<file path="src/rtl/mxs_pkg.sv">
package mxs_pkg;

    typedef enum logic [2:0] {
        ST_DESELECT = 3'd0,
        ST_ADDR     = 3'd1,
        ST_QUIET    = 3'd2,
        ST_READ     = 3'd3,
        ST_WRITE    = 3'd4,
        ST_DRAIN    = 3'd5
    } mxs_state_e;

    localparam int MXS_LANES  = 2;
    localparam int MXS_LANE_W = 8;
    localparam int MXS_BUS_W  = MXS_LANES * MXS_LANE_W;

endpackage

</file>
<file path="src/rtl/mxs_ctrl_fsm.sv">
module mxs_ctrl_fsm
    import mxs_pkg::*;
(
    input  logic                 clk,
    input  logic                 rst_n,
    input  logic                 cs_n,
    input  logic                 adv_n,
    input  logic                 oe_n,
    input  logic                 we_n,
    input  logic [MXS_LANES-1:0] strb_n,
    output logic                 addr_load,
    output logic                 commit,
    output logic                 rd_en,
    output logic [MXS_LANES-1:0] rd_lanes,
    output logic [MXS_LANES-1:0] wr_lanes
);

    mxs_state_e           state_q;
    mxs_state_e           state_d;
    logic [MXS_LANES-1:0] lanes_q;
    logic                 wr_end;

    // Mode of the current pin sample when no write is open.
    function automatic mxs_state_e classify(
        input logic                 c_n,
        input logic                 a_n,
        input logic                 o_n,
        input logic                 w_n,
        input logic [MXS_LANES-1:0] s_n
    );
        mxs_state_e r;
        if (c_n) begin
            r = ST_DESELECT;
        end else if (!a_n) begin
            r = ST_ADDR;
        end else if (!w_n) begin
            r = (&s_n) ? ST_QUIET : ST_WRITE;
        end else if (!o_n) begin
            r = ST_READ;
        end else begin
            r = ST_QUIET;
        end
        return r;
    endfunction

    // Next-state logic
    always_comb begin
        state_d = state_q;
        wr_end  = 1'b0;
        unique case (state_q)
            ST_WRITE: begin
                wr_end = cs_n | we_n | ((lanes_q & strb_n) != '0);
                if (wr_end) begin
                    if (!cs_n && !we_n) begin
                        state_d = ST_DRAIN;
                    end else begin
                        state_d = classify(cs_n, adv_n, oe_n, we_n, strb_n);
                    end
                end
            end
            ST_DRAIN: begin
                if (cs_n || we_n) begin
                    state_d = classify(cs_n, adv_n, oe_n, we_n, strb_n);
                end
            end
            default: begin
                state_d = classify(cs_n, adv_n, oe_n, we_n, strb_n);
            end
        endcase
    end

    // State register
    always_ff @(posedge clk or negedge rst_n) begin
        if (!rst_n) begin
            state_q <= ST_DESELECT;
            lanes_q <= '0;
        end else begin
            state_q <= state_d;
            if (state_q != ST_WRITE && state_d == ST_WRITE) begin
                lanes_q <= ~strb_n;
            end
        end
    end

    // Outputs
    always_comb begin
        addr_load = (state_d == ST_ADDR);
        commit    = wr_end;
        rd_en     = (state_d == ST_READ);
        rd_lanes  = ~strb_n;
        wr_lanes  = lanes_q;
    end

    assert_open_lanes_R7: assert property (@(posedge clk) disable iff (!rst_n)
        (state_q == ST_WRITE) |-> (lanes_q != '0));

    assert_drain_no_reopen_R9: assert property (@(posedge clk) disable iff (!rst_n)
        (state_q == ST_DRAIN) |=> (state_q != ST_WRITE));

    assert_commit_closes_R8: assert property (@(posedge clk) disable iff (!rst_n)
        commit |=> (state_q != ST_WRITE));

endmodule

</file>
<file path="src/rtl/mxs_addr_latch.sv">
module mxs_addr_latch #(
    parameter int BUS_W   = 16,
    parameter int UPPER_W = 5,
    localparam int ADDR_W = BUS_W + UPPER_W
) (
    input  logic               clk,
    input  logic               rst_n,
    input  logic               load,
    input  logic [UPPER_W-1:0] upper,
    input  logic [BUS_W-1:0]   bus,
    output logic [ADDR_W-1:0]  addr
);

    always_ff @(posedge clk or negedge rst_n) begin
        if (!rst_n) begin
            addr <= '0;
        end else if (load) begin
            addr <= {upper, bus};
        end
    end

endmodule

</file>
<file path="src/rtl/mxs_word_array.sv">
module mxs_word_array #(
    parameter int ADDR_W   = 21,
    parameter int ARRAY_AW = 6,
    parameter int BUS_W    = 16,
    parameter int LANE_W   = 8,
    localparam int LANES   = BUS_W / LANE_W,
    localparam int DEPTH   = 1 << ARRAY_AW
) (
    input  logic              clk,
    input  logic              rst_n,
    input  logic [ADDR_W-1:0] addr,
    input  logic              wr_req,
    input  logic [LANES-1:0]  wr_lanes,
    input  logic [BUS_W-1:0]  wr_data,
    output logic [BUS_W-1:0]  rd_data
);

    logic [BUS_W-1:0]    mem_q [DEPTH];
    logic [ARRAY_AW-1:0] idx;
    logic                in_range;
    logic                wr_ok;
    logic [BUS_W-1:0]    merged;

    assign idx      = addr[ARRAY_AW-1:0];
    assign in_range = (addr[ADDR_W-1:ARRAY_AW] == '0);
    assign wr_ok    = wr_req & in_range;

    always_ff @(posedge clk or negedge rst_n) begin
        if (!rst_n) begin
            for (int i = 0; i < DEPTH; i++) begin
                mem_q[i] <= '0;
            end
        end else if (wr_ok) begin
            for (int l = 0; l < LANES; l++) begin
                if (wr_lanes[l]) begin
                    mem_q[idx][l*LANE_W +: LANE_W] <= wr_data[l*LANE_W +: LANE_W];
                end
            end
        end
    end

    // Forward a committing write to a read in the same sample
    for (genvar g = 0; g < LANES; g++) begin : g_fwd
        assign merged[g*LANE_W +: LANE_W] = (wr_ok && wr_lanes[g]) ?
            wr_data[g*LANE_W +: LANE_W] : mem_q[idx][g*LANE_W +: LANE_W];
    end

    assign rd_data = in_range ? merged : '0;

endmodule

</file>
<file path="src/rtl/mxs_slave.sv">
module mxs_slave
    import mxs_pkg::*;
#(
    parameter int UPPER_W  = 5,
    parameter int ARRAY_AW = 6,
    localparam int ADDR_W  = MXS_BUS_W + UPPER_W
) (
    input  logic                 clk,
    input  logic                 rst_n,
    input  logic                 cs_n,
    input  logic                 adv_n,
    input  logic                 oe_n,
    input  logic                 we_n,
    input  logic                 lb_n,
    input  logic                 ub_n,
    input  logic [UPPER_W-1:0]   addr_hi,
    input  logic [MXS_BUS_W-1:0] dq_in,
    output logic [MXS_BUS_W-1:0] dq_out,
    output logic [MXS_LANES-1:0] dq_drv
);

    logic [MXS_LANES-1:0] strb_n;
    logic                 addr_load;
    logic                 commit;
    logic                 rd_en;
    logic [MXS_LANES-1:0] rd_lanes;
    logic [MXS_LANES-1:0] wr_lanes;
    logic [ADDR_W-1:0]    addr_q;
    logic [MXS_BUS_W-1:0] rd_word;
    logic [MXS_BUS_W-1:0] rd_mask;
    logic [MXS_BUS_W-1:0] drv_mask;
    logic [MXS_BUS_W-1:0] out_q;
    logic [MXS_LANES-1:0] drv_q;

    assign strb_n = {ub_n, lb_n};

    mxs_ctrl_fsm u_fsm (
        .clk       (clk),
        .rst_n     (rst_n),
        .cs_n      (cs_n),
        .adv_n     (adv_n),
        .oe_n      (oe_n),
        .we_n      (we_n),
        .strb_n    (strb_n),
        .addr_load (addr_load),
        .commit    (commit),
        .rd_en     (rd_en),
        .rd_lanes  (rd_lanes),
        .wr_lanes  (wr_lanes)
    );

    mxs_addr_latch #(
        .BUS_W   (MXS_BUS_W),
        .UPPER_W (UPPER_W)
    ) u_addr (
        .clk   (clk),
        .rst_n (rst_n),
        .load  (addr_load),
        .upper (addr_hi),
        .bus   (dq_in),
        .addr  (addr_q)
    );

    mxs_word_array #(
        .ADDR_W   (ADDR_W),
        .ARRAY_AW (ARRAY_AW),
        .BUS_W    (MXS_BUS_W),
        .LANE_W   (MXS_LANE_W)
    ) u_array (
        .clk      (clk),
        .rst_n    (rst_n),
        .addr     (addr_q),
        .wr_req   (commit),
        .wr_lanes (wr_lanes),
        .wr_data  (dq_in),
        .rd_data  (rd_word)
    );

    for (genvar g = 0; g < MXS_LANES; g++) begin : g_mask
        assign rd_mask[g*MXS_LANE_W +: MXS_LANE_W]  = {MXS_LANE_W{rd_lanes[g]}};
        assign drv_mask[g*MXS_LANE_W +: MXS_LANE_W] = {MXS_LANE_W{dq_drv[g]}};
    end

    always_ff @(posedge clk or negedge rst_n) begin
        if (!rst_n) begin
            drv_q <= '0;
            out_q <= '0;
        end else if (rd_en) begin
            drv_q <= rd_lanes;
            out_q <= rd_word & rd_mask;
        end else begin
            drv_q <= '0;
            out_q <= '0;
        end
    end

    assign dq_drv = drv_q;
    assign dq_out = out_q;

    assert_desel_quiet_R1: assert property (@(posedge clk) disable iff (!rst_n)
        cs_n |=> (dq_drv == '0));

    assert_off_quiet_R2: assert property (@(posedge clk) disable iff (!rst_n)
        (!cs_n && adv_n && oe_n && we_n) |=> (dq_drv == '0));

    assert_addr_quiet_R3: assert property (@(posedge clk) disable iff (!rst_n)
        (!cs_n && !adv_n) |=> (dq_drv == '0));

    assert_read_lanes_R5: assert property (@(posedge clk) disable iff (!rst_n)
        (dq_drv != '0) |-> ($past(!cs_n && adv_n && !oe_n && we_n)
                            && (dq_drv == ~$past({ub_n, lb_n}))));

    assert_idle_lane_zero_R6: assert property (@(posedge clk) disable iff (!rst_n)
        ((dq_out & ~drv_mask) == '0));

endmodule

</file>
<file path="config.mk">
export PLATFORM = sky130hd
export DESIGN_NAME = mxs_slave
export DESIGN_NICKNAME = d
export VERILOG_FILES = /design/src/rtl/mxs_pkg.sv /design/src/rtl/mxs_ctrl_fsm.sv /design/src/rtl/mxs_addr_latch.sv /design/src/rtl/mxs_word_array.sv /design/src/rtl/mxs_slave.sv
export SDC_FILE = /design/constraint.sdc
export NUM_CORES = 2
export LEC_CHECK = 0
export BUFFER_PORTS_ARGS = -buffer_cell sky130_fd_sc_hd__buf_2
export CORE_ASPECT_RATIO = 1.75
export CORE_MARGIN = 8
export CORE_UTILIZATION = 30
export CTS_CLUSTER_SIZE = 30
export DETAILED_ROUTE_END_ITERATION = 12
export PLACE_DENSITY = 0.46
export SLEW_MARGIN = 30
export SYNTH_ARGS = -nofsm -noshare
export SYNTH_HDL_FRONTEND = slang
export SYNTH_HIERARCHICAL = 1
export SYNTH_SLANG_ARGS = --single-unit
</file>
<file path="constraint.sdc">
create_clock -name clk -period 2.3 [get_ports clk]
set_input_delay 0.345 -clock clk [delete_from_list [all_inputs] [get_ports clk]]
set_output_delay 0.345 -clock clk [all_outputs]
set_load 0.03 [all_outputs]
</file>
# == After elaboration in Yosys (flattened, before gate mapping) ==
# Cells that the tools add are included.
# totals
register_bits,1068
latchBits,0
ram_bits,0
rom_bits,0
input_bits,29
out_inout_bits,18
memories,0
# op_classes
add_sub_neg,0
multipliers,0
div,0
n_lt_le_gt_ge,2
eq_ne,6
shifts,0
mux,27
bitwise,7
n_reduce_logical,11
# ops
op,n
1024-bit 2-to-1 mux,3
1024-bit bitwise mux,2
16-bit demux with 6-bit select,2
16-bit binary-select mux with 6-bit select,1
16-bit 2-to-1 mux,5
8-bit 2-to-1 mux,3
3-bit 2-to-1 mux,7
16-bit AND,1
15-bit zero test,1
"3-bit == test, second input constant",3
"7-bit greater-or-equal comparator, second input constant",1
"7-bit by 1-bit < comparator with 1-bit output, second input constant",1
6-bit NOT with 7-bit output,1
3-bit case mux with 2 select lines,1
1-bit logical AND,5
"3-bit by 1-bit == test with 1-bit output, second input constant",1
"3-bit by 2-bit == test with 1-bit output, second input constant",1
"3-bit inequality test, second input constant",1
2-bit AND,1
1-bit zero test,2
1-bit 2-to-1 mux,2
2-bit 2-to-1 mux,1
2-bit NOT,1
1-bit OR,2
other kinds (4),4

# == Logic depth before layout (Yosys ltp) ==
# Gate-level depths: netlist (run 1).
# depth
word_depth,10
ltp_mapped,12

# == Hierarchy ==
# Netlist (run 1), hierarchy kept.
# modules_own_cells
module,instances,cells_each,area_each_um2,seq_area_each_um2
mxs_word_array,1,3535,48129.9,25624.6
mxs_addr_latch,1,44,859.6,525.5
mxs_slave,1,37,586.8,450.4
mxs_ctrl_fsm,1,30,290.3,125.1

# == Worst setup path after synthesis (run 1) ==
# Ideal clock, no wire load.
# synth_path
kind,flip-flop to flip-flop
startpoint,"register u_fsm.lanes_q[1], in the netlist u_fsm/wr_lanes[1]"
endpoint,register u_array/mem_q[976] (netlist name)
arrival_time_ns,2.190
required_time_ns,2.175
path_slack_ns,-0.015
path_stages_with_launch,8
n_path_buf,1
synth_period_minus_slack_ns,2.315
cell_sequence,dfrtp_1 > nand2_1 > and3_1 > nor3_1 > nand4_2 > buf_4 > nor3_4 > mux2_2
# synth_between
elab_chain_len,5
elab_cells_between_ends,6
# synth_rtl
element,line_no,source
from (decl),mxs_ctrl_fsm.sv:20,logic [MXS_LANES-1:0] lanes_q;
from (signal assigned),mxs_ctrl_fsm.sv:80,lanes_q <= ~strb_n;
2-bit AND,mxs_ctrl_fsm.sv:52,wr_end = cs_n | we_n | ((lanes_q & strb_n) != '0);
2-bit nonzero test,mxs_ctrl_fsm.sv:52,
1-bit OR,mxs_ctrl_fsm.sv:52,
1-bit 2-to-1 mux,mxs_ctrl_fsm.sv:50,unique case (state_q)
via commit,mxs_slave.sv:24,logic commit;
1-bit AND,mxs_word_array.sv:26,assign wr_ok = wr_req & in_range;
"to (signal, indexed assignment)",mxs_word_array.sv:36,mem_q[idx][l*LANE_W +: LANE_W] <= wr_data[l*LANE_W +: LANE_W];
to (decl),mxs_word_array.sv:18,logic [BUS_W-1:0] mem_q [DEPTH];
# The timed path passes the listed nets, and every way through them passes these cells.
# A chain may end at the register's enable or synchronous reset.

# == Worst setup path in the final report (run 1) ==
# layout_path
startpoint,register u_addr.addr[1]
endpoint,"register out_q[4], in the netlist dq_out[4]"
# layout_between
elab_chain_len,8
# layout_rtl
element,line_no,source
from (decl),mxs_addr_latch.sv:11,output logic [ADDR_W-1:0] addr
from (signal assigned),mxs_addr_latch.sv:18,"addr <= {upper, bus};"
6-bit NOT with 7-bit output (implied by the code),mxs_word_array.sv:45,wr_data[g*LANE_W +: LANE_W] : mem_q[idx][g*LANE_W +: LANE_W];
16-bit binary-select mux with 6-bit select,mxs_word_array.sv:45,
16-bit 2-to-1 mux (2 in a row),-,
8-bit 2-to-1 mux,mxs_word_array.sv:44,assign merged[g*LANE_W +: LANE_W] = (wr_ok && wr_lanes[g]) ?
16-bit 2-to-1 mux,mxs_word_array.sv:48,assign rd_data = in_range ? merged : '0;
via rd_word[4],mxs_slave.sv:29,logic [MXS_BUS_W-1:0] rd_word;
16-bit AND,mxs_slave.sv:90,out_q <= rd_word & rd_mask;
16-bit 2-to-1 mux,mxs_slave.sv:88,end else if (rd_en) begin
to (signal assigned),mxs_slave.sv:90,
to (decl),mxs_slave.sv:32,logic [MXS_BUS_W-1:0] out_q;
# The timed path passes the listed nets, and every way through them passes these cells. The select of a mux whose other input is x is not followed.

==> results of run 1 <==
[sequential cells by signal, summed over array words and instances, names as in the netlist]
signal          cells
u_array/mem_q    1024
u_addr/addr        21
u_fsm/state_q       3
u_fsm/wr_lanes      2
dq_drv              2
dq_out             16
[path summary, 6_finish.rpt]
kind	from	cells past startpoint	endpoint	slack (ns)
min in group asynchronous	rst_n	2	u_array/mem_q[643]	0.12
min	dq_in[11]	2	u_array/mem_q[939]	0.04
max reg2reg	u_addr/addr[1]	12	dq_out[4]	-0.53
min reg2reg	u_array/mem_q[383]	2	u_array/mem_q[383]	0.48
max in group asynchronous	rst_n	3	u_addr/addr[1]	1.06
max	u_addr/addr[1]	12	dq_out[4]	-0.53
[logic make-up (layout without fill, tap and decap cells)]
group / after synthesis / count (layout) / share of synthesized area [%]
DFF: 1068 / 1068 / 53.6
muxes: 1252 / 1252 / 29.2
and+or+nand+nor: 432 / 432 / 5.14
buffers and inverters: 312 / 1008 / 3.20
AOI/OAI and AO/OA: 582 / 582 / 8.90
other: 0 / 6 / 0
[repair_timing]
| item | CTS | global route |
|---|---|---|
| resized for setup | 244 | 226 |
| setup buffers | 30 | 72 |
| setup endpoints to repair | 1026 | 941 |
| pin swaps | 19 | 68 |
| gates cloned | 6 | 5 |
| hold buffers | 16 | 0 |
| hold endpoints to repair | 524 | 0 |
[cell usage in the layout, fill, tap and decap left out, types with 56 or more instances in the layout]
| cell | Yosys | final |
|---|---|---|
| sky130_fd_sc_hd__buf_6 | 23 | 56 |
| sky130_fd_sc_hd__mux2i_1 | 98 | 89 |
| sky130_fd_sc_hd__buf_12 | 0 | 184 |
| sky130_fd_sc_hd__buf_4 | 35 | 473 |
| sky130_fd_sc_hd__mux2_2 | 1082 | 1064 |
| sky130_fd_sc_hd__a221oi_1 | 112 | 81 |
| sky130_fd_sc_hd__o21ai_0 | 78 | 59 |
| sky130_fd_sc_hd__nand2_1 | 129 | 105 |
| sky130_fd_sc_hd__dfrtp_1 | 1068 | 1064 |
| sky130_fd_sc_hd__a22oi_1 | 96 | 82 |
| sky130_fd_sc_hd__clkbuf_16 | 0 | 112 |
[final cells by class]
class | count | area [µm²] | area share, %
Sequential cell | 1068 | 26700 | 40.8
Clock inverter | 44 | 647 | 0.987
Timing Repair Buffer | 808 | 9010 | 13.7
Tap cell | 2200 | 2750 | 4.20
Clock buffer | 150 | 3110 | 4.74
Multi-Input combinational cell | 2266 | 23300 | 35.5
Antenna cell | 6 | 15.0 | 0.0229
Inverter | 6 | 28.8 | 0.0439
[per-layer routing]
| layer | vias to the layer above | wire length, µm | GRT usage [%] |
|---|---|---|---|
| li1 | 14935 | - | - |
| met2 | 861 | 104000 | 38.6 |
| met1 | 18993 | 75000 | 24.5 |
| met5 | - | 0 | 0 |
| met3 | 347 | 6040 | 2.25 |
| met4 | 0 | 11300 | 10.9 |
[stage by stage]
step | hold slack (ns) | instance area (µm²) | total power, W
floorplan | 0.0494 | 49900 | 0.0221
global placement | 0.300 | 58200 | 0.0265
detailed placement | 0.296 | 58200 | 0.0265
CTS | 0.00574 | 63800 | 0.0465
global route | 0.0340 | 65600 | 0.0481
finish | 0.0430 | 65600 | 0.0467
[critical path: cells and delay by family, from the launching register on]
| family | cells | cell delay [ns] |
|---|---|---|
| AOI/OAI and AO/OA | 4 | 0.73 |
| buffers and inverters | 5 | 0.75 |
| DFF | 1 | 0.48 |
| muxes | 1 | 0.34 |
| and+or+nand+nor | 2 | 0.41 |
[where the power goes]
group / internal, W / switching (W)
combinational: 0.00349 / 0.00530
sequential: 0.0189 / 0.0000775
clock: 0.0110 / 0.00801
==> impl_metrics.tcl, run 1 <==
set metrics [dict create \
    status "finished with violations" \
    violations "setup timing" \
    starting_density_of_the_core_pct 30.1 \
    grt.total_usage_pct 21.3 \
    startpoint_type "flip-flop" \
    synthesis.area_um2 49900 \
    synth_edf_count 0 \
    die_w_um 324 \
    critPathMaxStageDelay_ns 0.48 \
    unrepaired_setup_endpoints_after_global_routing "yes" \
    finalSetupTns_ns -86.81 \
    overflow 0 \
    synth.most_common_cell "sky130_fd_sc_hd__mux2_2" \
    cp_max_fo 9 \
    via_per_inst 5.37 \
    synth_ff_type "sky130_fd_sc_hd__dfrtp_1" \
    tritoncts "built" \
    timing.final.crit_share_pct 123 \
    finalMaxSlewViolations 0 \
    initial_drc_count 2390 \
    max-vdd-ir-drop_uv 615 \
    drc 0 \
    num-nets-final 4284 \
    measured_slew_at_the_worst_slew_check_pin_ns 0.719 \
    clock_sink_count 1068 \
    placement_rows 198 \
    synth_seq_area_share_pct 53.6 \
    final_cell_count_no_fill 6548 \
    post_place_setup_slack_ns -0.916 \
    clock_tree_root_driver_cell "sky130_fd_sc_hd__clkbuf_16" \
    route.antenna.remaining_nets 0 \
    slew_headroom_pct 52.1 \
    synth.avg_cell_area_um2 13.7 \
    synthToLayoutAreaGrowth_pct 31.5 \
    boundaryPins 47 \
    power_leakage_nw 31.2 \
    routabilityCongestion 0.884 \
    synth_async_sr_flop_share_pct 100 \
    htree_num_levels 3 \
    timing.clock.skew_ns 0.0339 \
    final.setup.worst_slack_ns -0.527 \
    timing.critical_path.arrival_ns 3.45 \
    buffer_ports.inserted 46 \
    cts.clk_slew.worst_paths_ns 0.07 \
    timing.critical_path.required_ns 2.92 \
    tritoncts.num_buffers 105 \
    nFillCells 15627 \
    cp_common_cell "sky130_fd_sc_hd__buf_12" \
    bufs_on_longest_clock_path 3 \
    final-setup-viol-count 774 \
    wl_um 197000 \
    timing.final.hold_violations 0 \
    coreArea_um2 166000 \
    die_area_um2 180000 \
    maxClockFrequency_ghz 0.354 \
    yosys_register_bits 1068 \
    post-route-util_pct 39.6 \
    final.min_clock_period_ns 2.83 \
    max-cap-violations 0 \
    timing_worst_setup_path_type "flip-flop to flip-flop" \
    detailroute.via_count 35136 \
    cellPowerDensity_nw_per_um2 713 \
    dp_cells 6226 \
    first_global_vias 37242 \
    clk-insertion-delay-late_ns 0.73 \
    yosys-top-cells-area "sky130_fd_sc_hd__dfrtp_1 (54%), sky130_fd_sc_hd__mux2_2 (24%), sky130_fd_sc_hd__mux2i_1 (2.0%)" \
    cp_cell_sequence "buf_12 > buf_12 > buf_12 > buf_6 > mux2_2 > a221o_1 > o2bb2ai_4 > buf_12 > a22oi_1 > and4b_1 > a21oi_1 > and3_1" \
    grt_antenna_before_repair 7 \
    yosys.area.top_type_share_pct 53.6 \
    synthesis.yosys.warnings 6 \
    netlist_top_cells_count "sky130_fd_sc_hd__mux2_2 (1,082), sky130_fd_sc_hd__dfrtp_1 (1,068), sky130_fd_sc_hd__clkbuf_1 (149)" \
    ys_types 80 \
    die_h_um 555 \
    grt_max_degree 109 \
    critical-path-slowest-cell "sky130_fd_sc_hd__dfrtp_4" \
    dr.pass1.iters 5 \
    dpl.hpwl_um 136000 \
    routed_wire_length_per_instance_um 30.0 \
    holdCritPathClass "input pin to flip-flop" \
    worst_setup_path_end_kind "flip-flop" \
    synth_top_area_cell "sky130_fd_sc_hd__dfrtp_1" \
    synth_cells 3646 \
    synth.net_count 3675 \
    final_layout_size_suffix_gt1_share_pct 56.5 \
    grt_first_pass_wirelength_um 279000 \
]
No activity file was read; power rests on OpenSTA's default activity.
==> run 2, diff against run 1 <==
--- a/config.mk
+++ b/config.mk
@@ -13,5 +13,6 @@
 export DETAILED_ROUTE_END_ITERATION = 12
 export PLACE_DENSITY = 0.46
-export SLEW_MARGIN = 30
+export RECOVER_POWER = 25
+export SLEW_MARGIN = 0
 export SYNTH_ARGS = -nofsm -noshare
 export SYNTH_HDL_FRONTEND = slang
==> constraint.sdc (replaced) <==
create_clock -name clk -period 2.3 [get_ports clk]
set_input_delay 0.23 -clock clk [delete_from_list [all_inputs] [get_ports clk]]
set_output_delay 0.23 -clock clk [all_outputs]
set_load 0.03 [all_outputs]
==> run 2 against run 1 <==
Compared with the run above:
- the flow finishes with violations (capacitance limit, slew limit, setup timing)
- via count shrank 0.11%
- clock power decreased by 5%
- critical path type unchanged
- sequential cell count unchanged
- power down 2.6%
- routed wire length up 0.15%
- combinational power fell by 2%
- clock-buffer cell count is 2 higher
- critical path depth fell by 2
- global-route usage about the same
- first-iteration DRC count down 6.7%
==> impl_metrics.tcl, run 2 (synthesis gave the netlist of run 1 again) <==
set metrics [dict create \
    status "finished with violations" \
    violations "capacitance limit, slew limit, setup timing" \
    dr.pass1.iters 6 \
    crit_start "u_addr/addr[2]" \
    holdCritPathClass "input pin to flip-flop" \
    tritoncts "built" \
    boundaryPins 47 \
    dp_cells 6262 \
    tritoncts.num_buffers 104 \
    p_clk_share_pct 39.5 \
    final_layout_size_suffix_gt1_share_pct 56.0 \
    regMostFlops "u_array/mem_q" \
    timing.final.hold_violations 0 \
    maxClockFrequency_ghz 0.343 \
    timing_worst_setup_path_type "flip-flop to flip-flop" \
    grt_antenna_before_repair 8 \
    cellPowerDensity_nw_per_um2 696 \
    overflow 0 \
    num-nets-final 4327 \
    reg2reg_from "u_addr/addr[2]" \
    power_leakage_nw 31.4 \
    grt.total_usage_pct 21.3 \
    worst_setup_path_end_kind "flip-flop" \
    clock_sink_count 1068 \
    cp_max_fo 16 \
    measured_slew_at_the_worst_slew_check_pin_ns 1.74 \
    final.min_clock_period_ns 2.92 \
    timing.final.crit_share_pct 127 \
    dpl.hpwl_um 137000 \
    netSwitchingPower_w 0.0131 \
    htree_num_levels 3 \
    timing.clock.skew_ns 0.0351 \
    bufs_on_longest_clock_path 3 \
    design_power_total_w 0.0455 \
    hold-worst-slack_ns 0.0534 \
    hold_depth 2 \
    seq_power_share_pct 41.6 \
    clock_tree_root_driver_cell "sky130_fd_sc_hd__clkbuf_16" \
    placement_rows 198 \
    via_per_inst 5.33 \
    drc 0 \
    max-cap-violations 1 \
    largest_reg_flops 1024 \
    switching_part_of_the_total_power_pct 28.7 \
    startpoint_type "flip-flop" \
    die_area_um2 180000 \
    routabilityCongestion 0.886 \
    multi_input_gate_area_in_the_final_layout_um2 23100 \
    min-delay-start "dq_in[1]" \
    timing.critical_path.required_ns 2.91 \
    die_h_um 555 \
    initial_drc_count 2230 \
    ff2ff_path_depth 10 \
    detailroute.via_count 35099 \
    final.setup.worst_slack_ns -0.617 \
    synthToLayoutAreaGrowth_pct 31.1 \
    nFillCells 15630 \
    layout.cells.most_common "sky130_fd_sc_hd__dfrtp_1" \
    starting_density_of_the_core_pct 30.1 \
    p_int_w 0.0324 \
    unrepaired_setup_endpoints_after_global_routing "yes" \
    cts.clk_slew.worst_paths_ns 0.07 \
    first_global_vias 37266 \
    finalMaxSlewViolations 38 \
    layout_common_cells "sky130_fd_sc_hd__dfrtp_1 (1,064), sky130_fd_sc_hd__mux2_2 (1,054), sky130_fd_sc_hd__buf_4 (510)" \
    clk-insertion-delay-late_ns 0.72 \
    final-setup-viol-count 734 \
    regArea_um2 26700 \
    buffer_ports.inserted 46 \
    power.share.combinational_pct 18.9 \
    final_cell_count_no_fill 6585 \
    route.antenna.remaining_nets 0 \
    coreArea_um2 166000 \
    wl_um 197000 \
    timing.critical_path.arrival_ns 3.53 \
    grt_max_degree 97 \
    max-vdd-ir-drop_uv 590 \
    die_w_um 324 \
    grt_first_pass_wirelength_um 280000 \
    routed_wire_length_per_instance_um 29.9 \
    slew_headroom_pct -16.1 \
]
## run 2: cell count changes in the layout (fill, tap and decap cells not counted), moves of 12 or more
cell | previous run | this run
sky130_fd_sc_hd__buf_4 | 473 | 510
sky130_fd_sc_hd__a221oi_1 | 81 | 67
sky130_fd_sc_hd__a221oi_2 | 29 | 43
sky130_fd_sc_hd__nor2_4 | 33 | 21
## run 2: cell type report
| cell class | count | area share [%] |
|---|---|---|
| clock inverter | 34 | 0.572 |
| clock buffer | 152 | 4.79 |
| inverter | 6 | 0.0402 |
| multi-input combinational | 2266 | 35.3 |
| timing repair buffer | 852 | 14.1 |
| sequential | 1068 | 40.9 |
| tap | 2200 | 4.21 |
| antenna | 7 | 0.0268 |
## run 2: worst paths after layout
kind,to,slack [ns]
setup / recovery,dq_out[8],-0.62
hold / removal,u_array/mem_q[769],0.05
setup reg to reg,dq_out[8],-0.62
hold reg to reg,u_array/mem_q[735],0.48
max in group asynchronous,u_array/mem_q[1023],-0.10
min in group asynchronous,u_array/mem_q[64],0.54
## run 2: power by group through the flow
stage                     clock (W)  combinational, W  sequential (W)
after floorplan                   0           0.00280          0.0193
after global placement            0           0.00735          0.0193
after detailed placement          0           0.00734          0.0193
after CTS                    0.0185           0.00789          0.0189
after global routing         0.0192           0.00887          0.0189
final                        0.0180           0.00860          0.0189
## run 2: what timing repair did
action                                  4_1_cts  5_1_grt
resized for setup                           201      220
endpoints found under the setup margin      935      974
pin swaps                                    22       58
hold endpoints to repair                    459        0
setup buffers                                47       50
cloned                                        8       10
hold buffers                                 21        0
## run 2: through the flow
step	worst slack (ns)	cell area, µm²	utilization, %	TNS (ns)
2_1_floorplan	0.0158	49900	-	0
3_3_place_gp	-1.12	58600	35.3	-147.80
3_5_place_dp	-1.05	58600	35.3	-157.45
4_1_cts	-0.580	63800	38.5	-66.00
5_1_grt	-0.588	65400	39.4	-151.14
6_report	-0.617	65400	39.5	-48.61
## run 2: per-layer routing
| metal | track usage, % | up-vias | wire (µm) |
|---|---|---|---|
| met1 | 24.5 | 18842 | 74400 |
| met4 | 9.96 | 2 | 11700 |
| met3 | 2.38 | 369 | 7080 |
| met5 | 0 | - | 9 |
| met2 | 39.0 | 864 | 104000 |
| li1 | - | 15022 | - |
## run 2: worst max-delay path, stage by stage (launching register included)
cell,delay (ns)
sky130_fd_sc_hd__dfrtp_4,0.51
sky130_fd_sc_hd__buf_4,0.20
sky130_fd_sc_hd__inv_4,0.11
sky130_fd_sc_hd__buf_4,0.37
sky130_fd_sc_hd__mux4_2,0.28
sky130_fd_sc_hd__a21oi_1,0.11
sky130_fd_sc_hd__a2111oi_4,0.54
sky130_fd_sc_hd__buf_4,0.22
sky130_fd_sc_hd__o2111a_1,0.19
sky130_fd_sc_hd__a21oi_1,0.08
sky130_fd_sc_hd__and3_4,0.17
==> run 3, diff against run 2 <==
- CORE_ASPECT_RATIO: 1.75 -> not set
- CORE_UTILIZATION: 30 -> 35
- PLACE_DENSITY: 0.46 -> 0.52
==> run 3 against run 2 <==
Compared with the run above:
- the flow finishes with violations (setup timing)
- global-route usage rose by 1.1 points
- fmax grew 7.1%
- sequential cell count unchanged
- via count grew 1.7%
- cell area up 2.3%
- non-clock buffer count up 24
- sequential share of layout area down 0.93 points
- clock-buffer cell count is 28 higher
- largest cell class unchanged
- largest power group unchanged
==> impl_metrics.tcl, run 3 (synthesis gave the netlist of run 1 again) <==
set metrics [dict create \
    status "finished with violations" \
    violations "setup timing" \
    die_w_um 393 \
    die_h_um 393 \
    wl_um 181000 \
    routabilityCongestion 0.898 \
    timing.critical_path.required_ns 2.92 \
    timing.final.hold_violations 0 \
    unrepaired_setup_endpoints_after_global_routing "yes" \
    final_area_um2 66900 \
    num-nets-final 4363 \
    overflow 0 \
    coreArea_um2 141000 \
    final-setup-viol-count 941 \
    cellPowerDensity_nw_per_um2 703 \
    final.min_clock_period_ns 2.72 \
    final.setup.worst_slack_ns -0.423 \
    starting_density_of_the_core_pct 35.3 \
    routed_wire_length_per_instance_um 28.7 \
    regMostFlops "u_array/mem_q" \
    critical-path-slowest-cell "sky130_fd_sc_hd__dfrtp_4" \
    clock_sink_count 1068 \
    detailroute.via_count 35690 \
    critPathMaxStageDelay_ns 0.49 \
    slew_headroom_pct 20.7 \
    grt_antenna_before_repair 0 \
    holdCritPathClass "input pin to flip-flop" \
    clock_tree_root_driver_cell "sky130_fd_sc_hd__clkbuf_16" \
    cp_max_fo 6 \
    synthToLayoutAreaGrowth_pct 34.2 \
    bufs_on_longest_clock_path 3 \
    die_area_um2 155000 \
    via_per_inst 5.65 \
    finalMaxSlewViolations 0 \
    cp_common_cell "sky130_fd_sc_hd__buf_12" \
    max-cap-violations 0 \
    cp_cell_sequence "buf_12 > buf_8 > nor2b_4 > buf_12 > buf_6 > a22oi_2 > nand4_1 > o211ai_1 > and4b_1 > a21oi_1 > and3_4" \
    placement_rows 138 \
    dr.pass1.iters 5 \
    route.antenna.remaining_nets 0 \
    startpoint_type "flip-flop" \
    timing.clock.skew_ns 0.0464 \
    htree_num_levels 3 \
    timing_worst_setup_path_type "flip-flop to flip-flop" \
    initial_drc_count 2988 \
    tritoncts.num_buffers 116 \
    layout_common_cells "sky130_fd_sc_hd__dfrtp_1 (1,064), sky130_fd_sc_hd__mux2_2 (978), sky130_fd_sc_hd__buf_4 (466)" \
    hold-worst-slack_ns 0.0678 \
    grt_max_degree 73 \
    worst_setup_path_end_kind "flip-flop" \
    power_leakage_nw 32.1 \
    cts.clk_slew.worst_paths_ns 0.06 \
    final_layout_size_suffix_gt1_share_pct 57.8 \
    design_power_total_w 0.0470 \
    largest_reg_flops 1024 \
    tritoncts "built" \
    drc 0 \
    measured_slew_at_the_worst_slew_check_pin_ns 1.19 \
    dpl.hpwl_um 121000 \
    buffer_ports.inserted 46 \
    layout.cells.most_common "sky130_fd_sc_hd__dfrtp_1" \
    max-vdd-ir-drop_uv 597 \
    boundaryPins 47 \
    clk-insertion-delay-late_ns 0.76 \
    placed_area_um2 58200 \
    timing.critical_path.arrival_ns 3.35 \
    timing.final.crit_share_pct 118 \
    grt.total_usage_pct 22.4 \
    grt_first_pass_wirelength_um 263000 \
    maxClockFrequency_ghz 0.367 \
    post-route-util_pct 47.3 \
    first_global_vias 36333 \
]
## run 3: changes by cell type in the layout (fill, tap and decap cells not counted), moves of 14 or more
cell                      delta
sky130_fd_sc_hd__mux2_2     -76
sky130_fd_sc_hd__buf_6      +35
sky130_fd_sc_hd__nand2_1    -14
sky130_fd_sc_hd__mux2_4     +79
sky130_fd_sc_hd__buf_4      -44
sky130_fd_sc_hd__buf_12     +23
## run 3: cell type report
class	instances	area (µm²)
repair buffers	876	9970
clock inverters	30	330
diodes	2	5.00
flip-flops and latches	1068	26700
fillers	12523	74500
clock buffers	180	3480
inverters	6	40.0
well taps	1890	2360
multi-input cells	2266	24000
## run 3: what timing repair did
item | CTS | global route
hold buffers | 19 | 0
gates resized for setup | 310 | 380
hold endpoints to repair | 721 | 0
buffers inserted | 58 | 85
pin swaps | 62 | 101
cloned | 11 | 8
setup endpoints to repair | 1023 | 1029
## run 3: metal layers
metal	wire length [µm]	vias up	track usage (%)
met1	81500	19159	32.0
met2	83200	1071	35.2
met5	0	-	0
met3	11100	291	3.92
met4	5740	0	6.28
li1	-	15169	-
## run 3: critical path, delay by kind of cell, from the launching register on
kind	cells	cell delay (ns)
buffers and inverters	4	0.63
AO/OA/AOI/OAI	3	0.35
flip-flops	1	0.49
AND/OR/NAND/NOR	4	1.10
## run 3: final timing paths
kind	startpoint	endpoint	slack [ns]	cells after the start
max	u_addr/addr[0]	dq_out[13]	-0.42	11
min reg2reg	u_array/mem_q[319]	u_array/mem_q[319]	0.48	2
min	dq_in[8]	u_addr/addr[8]	0.07	2
min in group asynchronous	rst_n	u_array/mem_q[1016]	0.86	3
max reg2reg	u_addr/addr[0]	dq_out[13]	-0.42	11
max in group asynchronous	rst_n	u_array/mem_q[751]	0.16	4
## run 3: per-stage QoR
step	cells	TNS, ns	setup WS [ns]
finish	6318	-91.44	-0.423
CTS	6240	-90.66	-0.389
global route	6316	-164.16	-0.478
floorplan	3646	0	0.0158
global placement	5944	-158.09	-0.825
detailed placement	5944	-145.82	-0.833
## run 3: power by group
| group | internal (W) | switching, W |
|---|---|---|
| clock | 0.0109 | 0.00793 |
| combinational | 0.00393 | 0.00527 |
| sequential | 0.0189 | 0.0000839 |
| total | 0.0337 | 0.0133 |
